`src/rtl/f2fix_pkg.sv`:
```
package f2fix_pkg;
  localparam int EXP_W   = 8;
  localparam int MAN_W   = 23;
  localparam int FLT_W   = 1 + EXP_W + MAN_W;
  localparam int SIG_W   = MAN_W + 1;
  localparam int BIAS    = (1 << (EXP_W - 1)) - 1;
  localparam int EXP_MAX = (1 << EXP_W) - 1;
  localparam int OUT_W   = 32;
  localparam int HALF_W  = 16;
  localparam int FB_W    = $clog2(OUT_W + 1);
  localparam int E_W     = EXP_W + 3;

  typedef struct packed {
    logic                  sign;
    logic                  nan;
    logic                  inf;
    logic                  zero;
    logic [SIG_W-1:0]      sig;
    logic signed [E_W-1:0] exp;
  } fp_fields_t;
endpackage

```
`src/rtl/f2fix_unpack.sv`:
```
module f2fix_unpack
  import f2fix_pkg::*;
(
  input  logic [FLT_W-1:0] op_i,
  input  logic             ftz_i,
  output fp_fields_t       fields_o,
  output logic             denorm_o
);
  logic [EXP_W-1:0] e;
  logic [MAN_W-1:0] m;
  logic             e_zero, e_ones, m_zero;

  assign e      = op_i[MAN_W +: EXP_W];
  assign m      = op_i[MAN_W-1:0];
  assign e_zero = (e == '0);
  assign e_ones = (e == EXP_W'(EXP_MAX));
  assign m_zero = (m == '0);

  assign denorm_o = ftz_i & e_zero & ~m_zero;

  always_comb begin
    fields_o.sign = op_i[FLT_W-1];
    fields_o.nan  = e_ones & ~m_zero;
    fields_o.inf  = e_ones & m_zero;
    // flushed subnormals behave as signed zero
    fields_o.zero = e_zero & (m_zero | ftz_i);
    fields_o.sig  = {~e_zero, m};
    fields_o.exp  = e_zero ? E_W'(1 - BIAS) : E_W'(int'(e) - BIAS);
  end
endmodule

```
`src/rtl/f2fix_scale.sv`:
```
module f2fix_scale
  import f2fix_pkg::*;
(
  input  fp_fields_t       fields_i,
  input  logic [FB_W-1:0]  frac_bits_i,
  output logic [OUT_W-1:0] mag_o,
  output logic             lost_o,
  output logic             huge_o
);
  localparam int EXT_W = 2 * SIG_W;

  logic signed [E_W-1:0] e_scaled;
  logic [E_W-1:0]        lsh, rsh;
  logic [EXT_W-1:0]      ext;

  // scaling adds to the exponent only, so it is exact
  assign e_scaled = fields_i.exp + $signed(E_W'({1'b0, frac_bits_i}));

  always_comb begin
    mag_o  = '0;
    lost_o = 1'b0;
    huge_o = 1'b0;
    lsh    = '0;
    rsh    = '0;
    ext    = '0;
    if (fields_i.zero) begin
      mag_o = '0;
    end else if (e_scaled >= $signed(E_W'(OUT_W))) begin
      huge_o = 1'b1;
    end else if (e_scaled >= $signed(E_W'(MAN_W))) begin
      lsh   = E_W'(e_scaled - $signed(E_W'(MAN_W)));
      mag_o = OUT_W'(fields_i.sig) << lsh;
    end else begin
      rsh = E_W'($signed(E_W'(MAN_W)) - e_scaled);
      if (rsh > E_W'(SIG_W)) begin
        lost_o = |fields_i.sig;
      end else begin
        ext    = {fields_i.sig, {SIG_W{1'b0}}} >> rsh;
        mag_o  = OUT_W'(ext[EXT_W-1:SIG_W]);
        lost_o = |ext[SIG_W-1:0];
      end
    end
  end
endmodule

```
`src/rtl/f2fix_sat.sv`:
```
module f2fix_sat
  import f2fix_pkg::*;
(
  input  logic             sign_i,
  input  logic             nan_i,
  input  logic             inf_i,
  input  logic             huge_i,
  input  logic             lost_i,
  input  logic [OUT_W-1:0] mag_i,
  input  logic             signed_i,
  input  logic             half_i,
  output logic [OUT_W-1:0] result_o,
  output logic             invalid_o,
  output logic             inexact_o
);
  localparam logic [OUT_W-1:0] U_FULL_MAX = {OUT_W{1'b1}};
  localparam logic [OUT_W-1:0] S_FULL_MAX = {1'b0, {(OUT_W-1){1'b1}}};
  localparam logic [OUT_W-1:0] S_FULL_NEG = {1'b1, {(OUT_W-1){1'b0}}};
  localparam logic [OUT_W-1:0] U_HALF_MAX = {{(OUT_W-HALF_W){1'b0}}, {HALF_W{1'b1}}};
  localparam logic [OUT_W-1:0] S_HALF_MAX = {{(OUT_W-HALF_W+1){1'b0}}, {(HALF_W-1){1'b1}}};
  localparam logic [OUT_W-1:0] S_HALF_NEG = {{(OUT_W-HALF_W){1'b0}}, 1'b1, {(HALF_W-1){1'b0}}};

  // pos_lim: largest positive magnitude, neg_lim: largest negative magnitude
  logic [OUT_W-1:0] pos_lim, neg_lim;
  logic             over;

  always_comb begin
    unique case ({signed_i, half_i})
      2'b11:   begin pos_lim = S_HALF_MAX; neg_lim = S_HALF_NEG; end
      2'b10:   begin pos_lim = S_FULL_MAX; neg_lim = S_FULL_NEG; end
      2'b01:   begin pos_lim = U_HALF_MAX; neg_lim = '0;         end
      default: begin pos_lim = U_FULL_MAX; neg_lim = '0;         end
    endcase
  end

  assign over = huge_i | inf_i | (sign_i ? (mag_i > neg_lim) : (mag_i > pos_lim));

  always_comb begin
    if (nan_i) begin
      result_o  = '0;
      invalid_o = 1'b1;
      inexact_o = 1'b0;
    end else if (over) begin
      result_o  = sign_i ? (~neg_lim + 1'b1) : pos_lim;
      invalid_o = 1'b1;
      inexact_o = 1'b0;
    end else begin
      result_o  = sign_i ? (~mag_i + 1'b1) : mag_i;
      invalid_o = 1'b0;
      inexact_o = lost_i;
    end
  end
endmodule

```
`src/rtl/f2fix_conv.sv`:
```
module f2fix_conv
  import f2fix_pkg::*;
(
  input  logic             clk_i,
  input  logic             rst_ni,
  input  logic             valid_i,
  input  logic [FLT_W-1:0] op_i,
  input  logic [FB_W-1:0]  frac_bits_i,
  input  logic             signed_i,
  input  logic             half_i,
  input  logic             ftz_i,
  output logic             valid_o,
  output logic [OUT_W-1:0] result_o,
  output logic             invalid_o,
  output logic             inexact_o,
  output logic             denorm_o
);
  fp_fields_t       fields;
  logic             denorm_d, lost, huge, inv_d, inx_d;
  logic [OUT_W-1:0] mag, res_d;

  f2fix_unpack u_unpack (
    .op_i     (op_i),
    .ftz_i    (ftz_i),
    .fields_o (fields),
    .denorm_o (denorm_d)
  );

  f2fix_scale u_scale (
    .fields_i    (fields),
    .frac_bits_i (frac_bits_i),
    .mag_o       (mag),
    .lost_o      (lost),
    .huge_o      (huge)
  );

  f2fix_sat u_sat (
    .sign_i    (fields.sign),
    .nan_i     (fields.nan),
    .inf_i     (fields.inf),
    .huge_i    (huge),
    .lost_i    (lost),
    .mag_i     (mag),
    .signed_i  (signed_i),
    .half_i    (half_i),
    .result_o  (res_d),
    .invalid_o (inv_d),
    .inexact_o (inx_d)
  );

  always_ff @(posedge clk_i or negedge rst_ni) begin
    if (!rst_ni) begin
      valid_o   <= 1'b0;
      result_o  <= '0;
      invalid_o <= 1'b0;
      inexact_o <= 1'b0;
      denorm_o  <= 1'b0;
    end else begin
      valid_o   <= valid_i;
      invalid_o <= valid_i & inv_d;
      inexact_o <= valid_i & inx_d;
      denorm_o  <= valid_i & denorm_d;
      if (valid_i) result_o <= res_d;
    end
  end

  assert_latency_R1: assert property (@(posedge clk_i) disable iff (!rst_ni)
    valid_o == $past(valid_i));

  assert_flag_qual_R1: assert property (@(posedge clk_i) disable iff (!rst_ni)
    (invalid_o || inexact_o || denorm_o) |-> valid_o);

  assert_sat_no_inexact_R9: assert property (@(posedge clk_i) disable iff (!rst_ni)
    !(invalid_o && inexact_o));

  assert_nan_zero_R6: assert property (@(posedge clk_i) disable iff (!rst_ni)
    $past(valid_i && (&op_i[MAN_W +: EXP_W]) && (|op_i[MAN_W-1:0]))
      |-> (result_o == '0 && invalid_o && !inexact_o));

  assert_half_sext_R11: assert property (@(posedge clk_i) disable iff (!rst_ni)
    $past(valid_i && half_i && signed_i)
      |-> (result_o[OUT_W-1:HALF_W] == {(OUT_W-HALF_W){result_o[HALF_W-1]}}));

  assert_half_zext_R11: assert property (@(posedge clk_i) disable iff (!rst_ni)
    $past(valid_i && half_i && !signed_i) |-> (result_o[OUT_W-1:HALF_W] == '0));

  assert_zero_in_R12: assert property (@(posedge clk_i) disable iff (!rst_ni)
    $past(valid_i && op_i[FLT_W-2:0] == '0)
      |-> (result_o == '0 && !invalid_o && !inexact_o && !denorm_o));
endmodule

```
`config.mk`:
```
export PLATFORM = sky130hd
export DESIGN_NAME = f2fix_conv
export DESIGN_NICKNAME = d
export VERILOG_FILES = /design/src/rtl/f2fix_pkg.sv /design/src/rtl/f2fix_unpack.sv /design/src/rtl/f2fix_scale.sv /design/src/rtl/f2fix_sat.sv /design/src/rtl/f2fix_conv.sv
export SDC_FILE = /design/constraint.sdc
export NUM_CORES = 1
export LEC_CHECK = 0
export CORE_UTILIZATION = 40
export CTS_CLUSTER_SIZE = 40
export DETAILED_ROUTE_END_ITERATION = 6
export GPL_TIMING_DRIVEN = 0
export PLACE_DENSITY = 0.59
export SYNTH_ARGS = -nofsm -noshare
export SYNTH_HDL_FRONTEND = slang
export SYNTH_SLANG_ARGS = --single-unit
```
`constraint.sdc`:
```
create_clock -name clk_i -period 1 [get_ports clk_i]
set_input_delay 0.15 -clock clk_i [delete_from_list [all_inputs] [get_ports clk_i]]
set_output_delay 0.15 -clock clk_i [all_outputs]
set_load 0.02 [all_outputs]
```
Word level (Yosys, flattened, before mapping)
Index checks and enable logic that the tools add are counted.
- bits in registers: 36
- input bits: 44
- output and inout bits: 36
- word-level logic and storage cells: 63
- $add $sub $neg: 6
- order comparisons: 5
- equality and inequality tests: 4
- shift-type cells: 2
- multiplexer cells: 22
- bitwise logic cells: 15
- reductions and logical operators: 4
- operators by type and width (operator ; count):
    $mux 32 ; 7
    $pmux 32 s3 ; 1
    $add 32x1->32 const B ; 2
    $gt 32x32->1 ; 2
    $not 32->32 ; 2
    $pmux 32 s2 ; 1
    $reduce_or 24->1 ; 2
    $shr 48x11->48 ; 1
    $shl 24x11->32 ; 1
    $mux 24 ; 1
    $logic_not 23->1 ; 1
    $add 11x7->11 ; 1
    $ge 11x6->1 const B ; 1
    $ge 11x7->1 const B ; 1
    $gt 11x5->1 const B ; 1
    $mux 1 ; 11
    $mux 11 ; 1
    $sub 11x6->11 const B ; 1
    $sub 6x11->11 const A ; 1
    $sub 8x7->9 const B ; 1
    $and 1x1->1 ; 8
    $eq 8x8->1 const B ; 1
    $logic_not 8->1 ; 1
    $eq 2x2->1 const B ; 2
    3 further kinds ; 6

Longest topological paths before layout
- depth after elaboration: 15
- gate-level depth with buffers: 39
- mapped depth without buffers: 33

Hierarchy
A second synthesis with hierarchy kept.
- cell total of the unflattened synthesis: 1014
- area, all modules: 8104.0 um^2
- modules (own cells, without submodules) (module ; times used ; cells each ; area each (um^2) ; sequential area each (um^2)):
    f2fix_scale ; 1 ; 617 ; 4435.5 ; 0.0
    f2fix_sat ; 1 ; 251 ; 1749.2 ; 0.0
    f2fix_conv ; 1 ; 75 ; 1443.9 ; 900.9
    f2fix_unpack ; 1 ; 71 ; 475.5 ; 0.0

Worst setup path before layout
No wires, ideal clock.
- path type: input -> register
- start point: input port op_i[30]
- end point: register result_o[15]
- library setup time: 0.121 ns
- arrival time: 7.449 ns
- required time: 0.879 ns
- slack: -6.570 ns
- stages on the path: 37
- path buffers: 9
- cell sequence: clkbuf_1 nor4b_1 and2_1 nor2_1 ha_1 inv_1 fa_1 inv_1 clkbuf_1 buf_1 ha_1 buf_2 buf_4 buf_4 buf_2 buf_2 mux2_2 o21ai_0 nor2_1 o311a_1 o21ai_0 nand2_1 nand3_1 inv_1 ha_1 a21o_1 a21o_1 a21oi_1 nor2_1 a211oi_1 o2111ai_1 a311o_1 and3_1 buf_6 or4_1 o2111a_1 a22o_1
- longest elaborated chain between the ends: 14
- elaborated cells between the ends (all ways): 32
- those cells by class: 5 x add/sub; 5 x order compare; 1 x eq/ne; 2 x shift; 11 x mux; 7 x bitwise; 1 x reduce/logical
- RTL lines (element ; line ; source):
    start: declaration ; f2fix_conv.sv:7 ; input logic [FLT_W-1:0] op_i,
    $sub 8x7->9 / $logic_not 8->1 (equally long branches) ; f2fix_unpack.sv:28, f2fix_unpack.sv:15 ;
    $mux 11 ; f2fix_unpack.sv:28 ; fields_o.exp = e_zero ? E_W'(1 - BIAS) : E_W'(int'(e) - BIAS);
    $add 11x7->11 ; f2fix_scale.sv:17 ; assign e_scaled = fields_i.exp + $signed(E_W'({1'b0, frac_bits_i}));
    $sub 6x11->11 ; f2fix_scale.sv:34 ; rsh = E_W'($signed(E_W'(MAN_W)) - e_scaled);
    $shr 48x11->48 / $gt 11x5->1 (equally long branches) ; f2fix_scale.sv:38, f2fix_scale.sv:35 ;
    $mux 24 ; f2fix_scale.sv:35 ; if (rsh > E_W'(SIG_W)) begin
    $mux 32 ; f2fix_scale.sv:30 ; end else if (e_scaled >= $signed(E_W'(MAN_W))) begin
    $mux 32 ; f2fix_scale.sv:28 ; end else if (e_scaled >= $signed(E_W'(OUT_W))) begin
    $mux 32 ; f2fix_scale.sv:26 ; if (fields_i.zero) begin
    $gt 32x32->1 / $not 32->32 (equally long branches) ; f2fix_sat.sv:36, f2fix_sat.sv:48 ;
    $mux 1 / $add 32x1->32 (equally long branches) ; f2fix_sat.sv:36, f2fix_sat.sv:48 ;
    $or 1x1->1 / $mux 32 (equally long branches) ; f2fix_sat.sv:36, f2fix_sat.sv:48 ;
    $mux 32 ; f2fix_sat.sv:43 ; end else if (over) begin
    $mux 32 * ; f2fix_sat.sv:39 ; if (nan_i) begin
    end signal: assignment ; f2fix_conv.sv:63 ; if (valid_i) result_o <= res_d;
    end: declaration ; f2fix_conv.sv:13 ; output logic [OUT_W-1:0] result_o,
Every way passes the cells marked *; elsewhere a longest branch is shown, timed or not.
A chain may end at the register's enable or synchronous reset.

Worst setup path after layout
- start point: input port op_i[23]
- end point: register result_o[15]
The elaborated chain is that of the path after synthesis.

==> reports/results.ini <==
[detailed_routing]
vias_per_cell = 6.182
totalWireLength_um = 32180
drcViolationCount = 0
detail-route-antenna-nets = 0
vias = 9229
first_iter_violations = 792
dr.pass1.iters = 6
wl_per_cell_um = 21.55

[synthesis]
synth.area.top_cells = dfrtp_1 (12%), mux2i_1 (8.9%), nor2_1 (5.7%)
synth_cell_type_count = 93
yosysWarnings = 0
synth-edff-count = 0
synth-seq-cells = 36
synthArstFlopShare_pct = 100.0
ys_seq_area_share_pct = 11.63
synthTopCellsByCount = nor2_1 (117), nand2_1 (105), mux2i_1 (69), o21ai_0 (69), a21oi_1 (47)
synthesis.area_mm2 = 0.007745
synth_top_area_share_pct = 11.63
synth_top_area_cell = dfrtp_1
yosysMostFrequentCell = nor2_1
synth_flop_cell = dfrtp_1
syn_avg_cell_area_um2 = 7.404
syn-num-nets = 1124
synthCells = 1046

[job]
drv_cap = 0

[layout]
drive_above_1_share_pct = 36.90
synthToLayoutAreaGrowth_pct = 40.81
num_antenna_cells = 0
fin_nets = 1311
finalCoreUtilization_pct = 57.91

[sta]
relSlewSlack_pct = 14.28
worst_slack_ns = -5.242
rsz0062_at_grt = yes
worstMarginPinSlew_ns = 1.282
finalHoldViolations = 36
max_clock_freq_mhz = 160.2
slew_violations = 0
skew_ns = 0
finalCritPeriodShare_pct = 624.2
tns_ns = -174.18
finalCriticalPeriod_ns = 6.242
holdWs_ns = -0.05018
setup_viol = 34

[clocking]
clock-root-buffer = clkbuf_16
htreeDepth = 2
cts_tree = done
worst_setup_hold_path_clk_slew_ns = 0.06
clk_latency_ns = 0.28
clk_path_buf_depth = 2
cts.sinks = 36
cts_made_buffers = 5

[critical_path]
crit_family = compound AO/OA/AOI/OAI gates
worstPathMaxFanout = 4
cpMaxStageDelayCell = or4_1
worstSetupStartpointType = primary input
critical_path_buf_inv_count = 10
worst_ep_arrival_time_ns = 6.41
max_stage_delay_ns = 0.52
critPathKind = in2reg
endpoint_kind = flip-flop
required_ns = 1.17

[floorplanning]
coreArea_mm2 = 0.01883
die_h_um = 141.2
dieArea_mm2 = 0.01992
io_pins = 80
fp-row-count = 50
initial_utilization_pct = 41.13
die_w_um = 141.2

[power]
peakVddDrop_uv = 764.6
power_density_mw_per_mm2 = 1996
leakage_nw = 4.514

[outcome]
violations = hold timing, setup timing
status = finished, violations left

[global_route]
antenna_found_initial = 0
grt_pass1_vias = 8728
grt_use_total_pct = 31.39
grt_remaining_overflow = 0
grt_pass1_wl_um = 49160
grt_max_degree = 37

[placement]
port_buffers = 74
hpwl_um = 23990
place.gp.congestion = 1.001
pre_cts_ws_ns = -7.524

[hold_path]
hold_class = in2async

==> final cells by class <==
class | count | area, µm²
fillers | 1784 | 7925
multi-input cells | 901 | 7347
repair buffers | 186 | 1433
flip-flops and latches | 36 | 900.9
plain buffers | 71 | 629.4
well taps | 260 | 325.3
inverters | 32 | 136.4
clock buffers | 6 | 128.9
clock inverters | 1 | 5.005
==> per-layer routing <==
| layer | global-route usage [%] | part of all wire (%) | wire [µm] | vias up |
|---|---|---|---|---|
| li1 | - | - | - | 4314 |
| met1 | 40.73 | 43 | 13710 | 4373 |
| met2 | 51.88 | 46 | 14960 | 426 |
| met3 | 3.023 | 6.1 | 1949 | 116 |
| met4 | 15.85 | 4.9 | 1567 | 0 |
| met5 | 0 | 0 | 0 | - |
==> state kept, by name, indices dropped and copies added (netlist names) <==
| signal | flops |
|---|---|
| denorm_o | 1 |
| inexact_o | 1 |
| result_o | 32 |
| valid_o | 1 |
| invalid_o | 1 |
==> path summary, 6_finish.rpt <==
path                              start      endpoint  slack, ns  cells after the start
setup / recovery               op_i[23]  result_o[15]      -5.24                     35
hold / removal                   rst_ni   result_o[6]      -0.05                      1
setup reg to reg           result_o[30]  result_o[30]       0.23                      2
hold reg to reg            result_o[18]  result_o[18]       0.48                      1
max in group asynchronous        rst_ni  result_o[25]       0.56                      1
min in group clk_i             op_i[30]     invalid_o       0.38                      4
==> report_power, final <==
part	total (mW)	internal [mW]	leakage (nW)	switching (mW)
logic	18.0	7.68	3.99	10.4
clock network	1.46	0.904	0.0667	0.560
registers	2.26	1.96	0.456	0.294
total	21.8	10.5	4.51	11.2
==> what timing repair did <==
| action | 4_1_cts | 5_1_grt |
|---|---|---|
| setup endpoints to repair | 71 | 42 |
| resized for setup | 370 | 135 |
| setup buffers | 79 | 30 |
| pin swaps | 44 | 49 |
| gates cloned | 2 | 2 |
| endpoints found under the hold margin | 36 | 0 |
==> worst reg2reg max path: cells and delay by family (launching register included) <==
kind                   cells  cell delay, ns
DFF                        1            0.40
buffers and inverters      1            0.14
AOI/OAI and AO/OA          1            0.12
==> cell families after synthesis <==
group	share of synthesized area, %
simple gates	24.67
compound gates	29.42
buf+inv	6.688
mux	16.62
xor+xnor	5.380
flops	11.63
fa+ha+maj	5.590
==> placed cells by master, fill, tap and decap left out, types with 11 or more instances in the layout <==
cell type	instances
a21oi_1	42
inv_1	20
dfrtp_1	36
nor3_1	22
o31ai_1	14
nand3_1	37
nor2_4	14
mux2i_1	58
nand2_1	103
o22ai_1	12
a21o_1	11
mux2_2	17
mux4_2	17
nor2_2	26
buf_2	58
nor2_1	79
ha_1	23
nand4_1	17
nand2b_1	11
clkbuf_1	13
buf_4	114
a31oi_1	13
buf_6	16
o2bb2ai_1	28
o21ai_0	55
xnor2_1	31
==> metrics by stage <==
step	hold slack, ns	cells	power (mW)	instance area (µm²)
after floorplan	-0.1456	1046	12.41	8038
after global routing	0.02727	1493	22.95	10910
final	-0.05018	1493	21.77	10910
after global placement	0.4725	1380	16.74	9104
after CTS	-0.02849	1464	19.92	10270
after detailed placement	0.2683	1380	16.73	9099
Power figures use the tool's default switching activity.
